[src/rtl/mbx_pkg.sv]
package mbx_pkg;

  // Which host port an access targets
  typedef enum logic [1:0] {
    SEL_NONE   = 2'd0,
    SEL_DATA   = 2'd1,
    SEL_STATUS = 2'd2
  } mbx_sel_e;

  // Jumper code to base slot; open jumpers (00) pick slot 2
  function automatic logic [1:0] jumper_slot(input logic [1:0] code);
    return code ^ 2'b10;
  endfunction

endpackage

[src/rtl/mbx_addr_dec.sv]
module mbx_addr_dec #(
  parameter int ADDR_W     = 10,
  parameter int BASE_ROOT  = 'h300,
  parameter int BASE_STEP  = 'h10,
  parameter int STATUS_OFS = 2
) (
  input  logic [ADDR_W-1:0] addr,
  input  logic [1:0]        jumper_sel,
  output mbx_pkg::mbx_sel_e sel
);
  import mbx_pkg::*;

  localparam logic [ADDR_W-1:0] ROOT_A = ADDR_W'(BASE_ROOT);
  localparam logic [ADDR_W-1:0] STEP_A = ADDR_W'(BASE_STEP);
  localparam logic [ADDR_W-1:0] STAT_A = ADDR_W'(STATUS_OFS);

  logic [ADDR_W-1:0] base_a;
  logic [ADDR_W-1:0] stat_a;

  always_comb begin
    base_a = ROOT_A + (ADDR_W'(jumper_slot(jumper_sel)) * STEP_A);
    stat_a = base_a + STAT_A;
  end

  always_comb begin
    if (addr == base_a)      sel = SEL_DATA;
    else if (addr == stat_a) sel = SEL_STATUS;
    else                     sel = SEL_NONE;
  end

endmodule

[src/rtl/mbx_ack_sync.sv]
module mbx_ack_sync #(
  parameter int STAGES = 2
) (
  input  logic clk,
  input  logic rst_n,
  input  logic ack_in,
  output logic ack_level,
  output logic ack_fall
);

  logic [STAGES-1:0] sync_q;
  logic              prev_q;

  for (genvar i = 0; i < STAGES; i++) begin : g_stage
    if (i == 0) begin : g_first
      always_ff @(posedge clk or negedge rst_n) begin
        if (!rst_n) sync_q[i] <= 1'b0;
        else        sync_q[i] <= ack_in;
      end
    end else begin : g_next
      always_ff @(posedge clk or negedge rst_n) begin
        if (!rst_n) sync_q[i] <= 1'b0;
        else        sync_q[i] <= sync_q[i-1];
      end
    end
  end

  always_ff @(posedge clk or negedge rst_n) begin
    if (!rst_n) prev_q <= 1'b0;
    else        prev_q <= sync_q[STAGES-1];
  end

  assign ack_level = sync_q[STAGES-1];
  assign ack_fall  = prev_q & ~sync_q[STAGES-1];

endmodule

[src/rtl/mbx_core.sv]
module mbx_core #(
  parameter int DATA_W = 8
) (
  input  logic              clk,
  input  logic              rst_n,
  input  mbx_pkg::mbx_sel_e sel,
  input  logic              wr,
  input  logic              rd,
  input  logic [DATA_W-1:0] wdata,
  input  logic              ack_fall,
  input  logic [DATA_W-1:0] din,
  output logic [DATA_W-1:0] out_byte,
  output logic              busy,
  output logic [DATA_W-1:0] rdata
);
  import mbx_pkg::*;

  logic              load_en;
  logic [DATA_W-1:0] out_q, out_d;
  logic [DATA_W-1:0] in_q,  in_d;
  logic              busy_q, busy_d;
  logic              busy_en;

  assign load_en = wr && (sel == SEL_DATA);
  assign busy_en = load_en | ack_fall;

  // next state
  always_comb begin
    out_d  = wdata;
    in_d   = din;
    busy_d = busy_q;
    if (ack_fall) busy_d = 1'b0;
    if (load_en)  busy_d = 1'b1;   // host write wins a collision
  end

  // registers with explicit enables
  always_ff @(posedge clk or negedge rst_n) begin
    if (!rst_n)       out_q <= '0;
    else if (load_en) out_q <= out_d;
  end

  always_ff @(posedge clk or negedge rst_n) begin
    if (!rst_n)        in_q <= '0;
    else if (ack_fall) in_q <= in_d;
  end

  always_ff @(posedge clk or negedge rst_n) begin
    if (!rst_n)       busy_q <= 1'b0;
    else if (busy_en) busy_q <= busy_d;
  end

  // read mux
  always_comb begin
    rdata = '0;
    if (rd) begin
      unique case (sel)
        SEL_DATA:   rdata = in_q;
        SEL_STATUS: rdata = {{(DATA_W-1){1'b0}}, busy_q};
        default:    rdata = '0;
      endcase
    end
  end

  assign out_byte = out_q;
  assign busy     = busy_q;

endmodule

[src/rtl/byte_mailbox.sv]
module byte_mailbox #(
  parameter int ADDR_W      = 10,
  parameter int DATA_W      = 8,
  parameter int BASE_ROOT   = 'h300,
  parameter int BASE_STEP   = 'h10,
  parameter int STATUS_OFS  = 2,
  parameter int SYNC_STAGES = 2
) (
  input  logic              clk,
  input  logic              rst_n,
  input  logic [1:0]        jumper_sel,
  input  logic [ADDR_W-1:0] io_addr,
  input  logic              io_wr,
  input  logic              io_rd,
  input  logic [DATA_W-1:0] io_wdata,
  output logic [DATA_W-1:0] io_rdata,
  output logic [DATA_W-1:0] tgt_dout,
  output logic              tgt_dout_oe,
  output logic              tgt_strobe,
  input  logic [DATA_W-1:0] tgt_din,
  input  logic              tgt_ack
);
  import mbx_pkg::*;

  mbx_sel_e sel;
  logic     ack_level;
  logic     ack_fall;
  logic     busy;

  mbx_addr_dec #(
    .ADDR_W     (ADDR_W),
    .BASE_ROOT  (BASE_ROOT),
    .BASE_STEP  (BASE_STEP),
    .STATUS_OFS (STATUS_OFS)
  ) u_dec (
    .addr       (io_addr),
    .jumper_sel (jumper_sel),
    .sel        (sel)
  );

  mbx_ack_sync #(
    .STAGES (SYNC_STAGES)
  ) u_sync (
    .clk       (clk),
    .rst_n     (rst_n),
    .ack_in    (tgt_ack),
    .ack_level (ack_level),
    .ack_fall  (ack_fall)
  );

  mbx_core #(
    .DATA_W (DATA_W)
  ) u_core (
    .clk      (clk),
    .rst_n    (rst_n),
    .sel      (sel),
    .wr       (io_wr),
    .rd       (io_rd),
    .wdata    (io_wdata),
    .ack_fall (ack_fall),
    .din      (tgt_din),
    .out_byte (tgt_dout),
    .busy     (busy),
    .rdata    (io_rdata)
  );

  assign tgt_strobe  = busy;
  assign tgt_dout_oe = ~ack_level;

endmodule

[config.mk]
export PLATFORM = sky130hd
export DESIGN_NAME = byte_mailbox
export DESIGN_NICKNAME = d
export VERILOG_FILES = /design/src/rtl/mbx_pkg.sv /design/src/rtl/mbx_addr_dec.sv /design/src/rtl/mbx_ack_sync.sv /design/src/rtl/mbx_core.sv /design/src/rtl/byte_mailbox.sv
export SDC_FILE = /design/constraint.sdc
export NUM_CORES = 1
export LEC_CHECK = 0
export ABC_AREA = 1
export CAP_MARGIN = 20
export CORE_UTILIZATION = 33
export CTS_CLUSTER_DIAMETER = 30
export DETAILED_ROUTE_END_ITERATION = 10
export GPL_TIMING_DRIVEN = 0
export PLACE_DENSITY = 0.71
export RECOVER_POWER = 100
export SETUP_SLACK_MARGIN = 0.15
export SYNTH_ARGS = -nofsm -noshare
export SYNTH_HDL_FRONTEND = slang
export SYNTH_SLANG_ARGS = --single-unit
export TNS_END_PERCENT = 10
[constraint.sdc]
create_clock -name clk -period 1.18 [get_ports clk]
set_clock_uncertainty 0.15 [all_clocks]
set_input_delay 0.236 -clock clk [delete_from_list [all_inputs] [get_ports clk]]
set_output_delay 0.236 -clock clk [all_outputs]
set_load 0.1 [all_outputs]
# Word-level counts from Yosys, hierarchy flattened
# Index checks and enable logic that the tools add are counted.
# Widths: inputs -> output; s select.
[totals]
register_bits = 20
out_inout_bits = 18
[classes]
n_mux = 6
n_addsub = 2
n_eq_ne = 4
n_reduce_logical = 3
n_bitwise = 4
[ops]
columns = ["operator", "count"]
rows = [
  ["$eq 10x10->1", 2],
  ["$pmux 8 s2", 1],
  ["$add 10x2->10 const B", 1],
  ["$add 9x7->10 const A", 1],
  ["$mux 8", 1],
  ["$mux 2", 2],
  ["$eq 2x1->1 const B", 1],
  ["$eq 2x2->1 const B", 1],
  ["$mux 1", 2],
  ["$not 1->1", 2],
  ["$reduce_and 2->1", 1],
  ["$reduce_bool 2->1", 1],
  ["$and 1x1->1", 1],
  ["$logic_and 1x1->1", 1],
  ["$or 1x1->1", 1],
]

# Longest topological paths before layout
[logic_depth]
word_depth = 10
depth_mapped = 8
ltp_nobuf = 7

# Hierarchy
# Synthesis repeated with hierarchy kept, for this count alone.
[unflattened]
hier_cells = 115
area_unflattened_um2 = 938.4
[modules_own_cells]
columns = ["mod", "instances", "cells_per_inst", "area_each_um2"]
rows = [
  ["mbx_core", 1, 88, 767.0],
  ["mbx_ack_sync", 1, 5, 85.1],
  ["mbx_addr_dec", 1, 21, 82.6],
  ["byte_mailbox", 1, 1, 3.8],
]

# Worst setup path before layout
# No wires, ideal clock.
[synth_path]
path_type = "register to output"
start = "register u_core.busy_q, in the netlist u_core.busy"
end = "output io_rdata[0]"
n_path_buf = 0
path_stages_with_launch = 5
t_required_ns = 0.794
slack_ns = -1.727
arrival_time_ns = 2.521
cell_sequence = "dfrtp_1 inv_1 a21oi_1 o21ai_0 nor2_1"
[synth_between]
elab_chain_len = 2
[synth_lines]
columns = ["element", "line", "source"]
rows = [
  ["start, declared", "mbx_core.sv:21", "logic busy_q, busy_d;"],
  ["start signal, assigned", "mbx_core.sv:49", "else if (busy_en) busy_q <= busy_d;"],
  ["$pmux 8 s2", "mbx_core.sv:56", "unique case (sel)"],
  ["$mux 8", "mbx_core.sv:55", "if (rd) begin"],
  ["end, declared", "byte_mailbox.sv:16", "output logic [DATA_W-1:0] io_rdata,"],
]
# Every way passes these cells.

# Worst setup path after layout
# Ends and elaborated chain as after synthesis.

==> reports/results.env <==
FIRST_ITER_VIOLATIONS=12
HOLD_BUFS_AT_CTS=0
IO_COUNT=51
POWER.SHARE.CLOCK=0.261
PLACE_HPWL_MICRONS=1784
NETLIST_AREA_SQ_UM=900.9
FIN_TOTAL_PWR_mW=1.482
CP_MAX_FO=2
PATH_DELAY_FAMILY='flip-flops'
ANTENNA_FOUND_INITIAL=0
CRIT_PATH_START_KIND='register'
PLACEMENTROWS=18
SETUP_VIOL_COUNT_FINAL=18
AREA.GROWTH.SYNTH_TO_FINAL_PCT=100.1
YS_WARN_COUNT=0
FAILED_CHECKS='hold timing, setup timing'
COMB_POWER_SHARE=0.233
WORST-SLEW-PIN-TRANSITION_NS=1.043
MAXSLEWVIOLCOUNT=0
ROUTED_WL_MICRONS=2380
CLKLATENCYLATEPIN_NS=0.29
DIE_WIDTH_MICRONS=54.25
ANTENNA_CELLS_INSERTED=0
WIRE_LENGTH_OF_THE_FIRST_GLOBAL_ROUTING_PASS_MICRONS=3898
PRE_CTS_WS_NS=-1.843
P_SW_mW=0.4106
DESIGN.DIE.AREA_SQ_UM=2943
DIEHEIGHT_MICRONS=54.25
FIN_WORST_HOLD_SLACK_NS=-0.05697
GRT_SETUP_UNREPAIRED='true'
CLKSINKCOUNT=20
LAYOUT.FILLER_CELLS=197
VDD.IR_DROP.WORST_uV=811.0
POST-ROUTE-WORST-SETUP-SLACK_NS=-0.4742
POWER.DENSITY_CELL_AREA_nW_PER_UM2=822.1
SYNTH.NET_COUNT=141
CTS-HTREE-LEVELS=1
NUM_VIAS=910
PATH_CLK_SLEW_NS=0.11
WORSTPATHBUFFERINVERTERCOUNT=2
WORST_PATH_CELL_WITH_THE_LONGEST_STAGE_DELAY='dfrtp_4'
TIMING.CRITICAL_PATH.CELLS='inv_2 -> a21oi_2 -> o21ai_2 -> nor2_4 -> buf_12'
VIAS_PER_CELL=4.667
MOST-COMMON-LAYOUT-CELLS='nand2_1, dfrtp_1, clkdlybuf4s50_1, buf_12, nor2_4'
FINAL_COMMON_CELL='nand2_1'
WORST_EP_REQUIRED_TIME_NS=0.79
FIN_TNS_SETUP_NS=-5.044
SYNTH_CELL_TYPES=15
YS_FF_LATCH=20
CELLLEAKAGEPOWER_nW=0.8073
ROUTEDWLPERCELL_MICRONS=12.21
WORST_EP_ARRIVAL_TIME_NS=1.27
DPL.CELL_COUNT=188
INITIAL_CORE_UTIL=0.3571
CRITICAL-PATH-MAX-STAGE-DELAY_NS=0.43
MIN_PERIOD_OVER_PERIOD=1.402
CORE-AREA_SQ_UM=2522
CTS_INSERTED_BUFFERS=3
TRITONCTS_CLOCK_TREE='yes'
CRITICALPATHCATEGORY='reg -> out'
PORTBUFFERS=50
ENDPOINT_KIND='output port'
FIRST_GLOBAL_VIAS=944
MAX-SLEW-MARGIN-REL=0.3043
REG2REGPATHDEPTH=6
CLOCK_TREE.BUFFER_DEPTH=2
SYNTHESIS.INSTANCES=108
P_SW_FRAC=0.2770
POST-ROUTE-MIN-PERIOD_NS=1.654
MIN_PATH_TYPE='in -> async'
FINAL_CELL_COUNT_WITHOUT_FILLERS=195
ORIGIN_OF_THE_CRITICAL_FLOP_TO_FLOP_PATH='u_sync.ack_level'
CLOCKROOTBUFFER='clkbuf_4'
ACHIEVABLE-FREQUENCY_MHz=604.5
FINISH.NET_COUNT=199
MULTI_INPUT_AREA_SQ_UM=465.4
SETUP.REG_TO_REG.WORST_SLACK_NS=0.02
LARGEST_NET_DEGREE_AT_THE_START_OF_GLOBAL_ROUTING=21
OVERFLOW=0
END_OF_THE_WORST_REGISTER_TO_REGISTER_PATH='u_core.in_q[6]'
GRTUSAGETOTAL=0.1880
MAX-CAP-VIOLATIONS=0
SYNTH_AREA_PER_CELL_SQ_UM=8.341
DETAIL_ROUTE.DRC_VIOLATIONS=0
HOLD_VIOL_FINAL=20
ANT_NETS=0
SEQ_AREA_FRAC_SYNTH=0.5556
DETAILED_ROUTING_ITERATIONS_PASS_1=3
DRIVE_ABOVE_1_SHARE=0.4727
P_SEQ_FRAC=0.506
INTERNAL_POWER_mW=1.072
OUTCOME='finished, violations left'
LAYOUT.AREA.SEQ_SQ_UM=504.2
GP_CONGESTION=0.6804
==> sequential cells by signal, indices dropped and copies added, names as in the netlist <==
register and count:
u_sync.sync_q 1, u_core.busy 1, u_core.in_q 8, u_core.out_byte 8, u_sync.prev_q 1, u_sync.ack_level 1
==> area by class of cell <==
type                            instances  area share
Timing Repair Buffer                   53      0.3678
Sequential cell                        20      0.2797
Multi-Input combinational cell         69      0.2582
Inverter                               17     0.03886
Tap cell                               30     0.02082
Clock buffer                            4     0.02012
Buffer                                  2     0.01457
==> per-layer routing <==
layer	share of wire	global-route usage	up-vias
met3	0.062	0.04444	4
met1	0.40	0.1937	425
met4	0.011	0.05128	0
li1	-	-	448
met2	0.52	0.3699	33
met5	0	0	-
==> how the worst max path moves through the flow <==
stage	slack (ns)	cells after the start	to	from
floorplan	-0.58	4	io_rdata[0]	u_core.busy
CTS	-0.48	7	io_rdata[7]	io_addr[3]
global placement	-1.81	8	io_rdata[1]	io_addr[8]
detailed placement	-1.84	8	io_rdata[1]	io_addr[8]
finish	-0.47	5	io_rdata[0]	u_core.busy
global route	-0.54	7	io_rdata[6]	io_addr[3]
==> power groups by stage <==
| stage | combinational [mW] | sequential (mW) | clock, mW |
|---|---|---|---|
| after global placement | 0.299 | 0.759 | 0 |
| after global routing | 0.369 | 0.757 | 0.443 |
| final | 0.345 | 0.750 | 0.387 |
| after floorplan | 0.106 | 0.797 | 0 |
| after CTS | 0.337 | 0.751 | 0.406 |
| after detailed placement | 0.307 | 0.760 | 0 |
==> metrics by stage <==
stage	utilization	area (sq um)
global route	0.7148	1803
finish	0.7148	1803
floorplan	-	991.0
CTS	0.7044	1777
detailed placement	0.6062	1529
global placement	0.6062	1529
==> logic make-up after synthesis <==
group | synth area share
AO/OA/AOI/OAI | 0.06111
buffers and inverters | 0.08888
flip-flops | 0.5556
AND/OR/NAND/NOR | 0.2945
==> synth_stat cells <==
| master | instances | area, sq um |
|---|---|---|
| a21oi_1 | 1 | 5.000 |
| buf_2 | 1 | 5.000 |
| buf_6 | 1 | 11.26 |
| dfrtp_1 | 20 | 500.5 |
| inv_1 | 17 | 63.81 |
| nand2_1 | 32 | 120.1 |
| nand3_1 | 10 | 50.05 |
| nand3_2 | 1 | 10.01 |
| nand3_4 | 1 | 17.52 |
| nand4_1 | 1 | 6.260 |
| nor2_1 | 10 | 37.54 |
| nor2_2 | 2 | 12.51 |
| nor2_4 | 1 | 11.26 |
| o21ai_0 | 8 | 40.04 |
| o21ai_1 | 2 | 10.01 |
==> timing repair <==
item / 4_1_cts / 5_1_grt
resized for setup: 239 / 7
pin swaps: 23 / 3
endpoints found under the hold margin: 0 / 20
setup buffers: 2 / 1
endpoints found under the setup margin: 55 / 36
No activity file was read; power rests on OpenSTA's default activity.
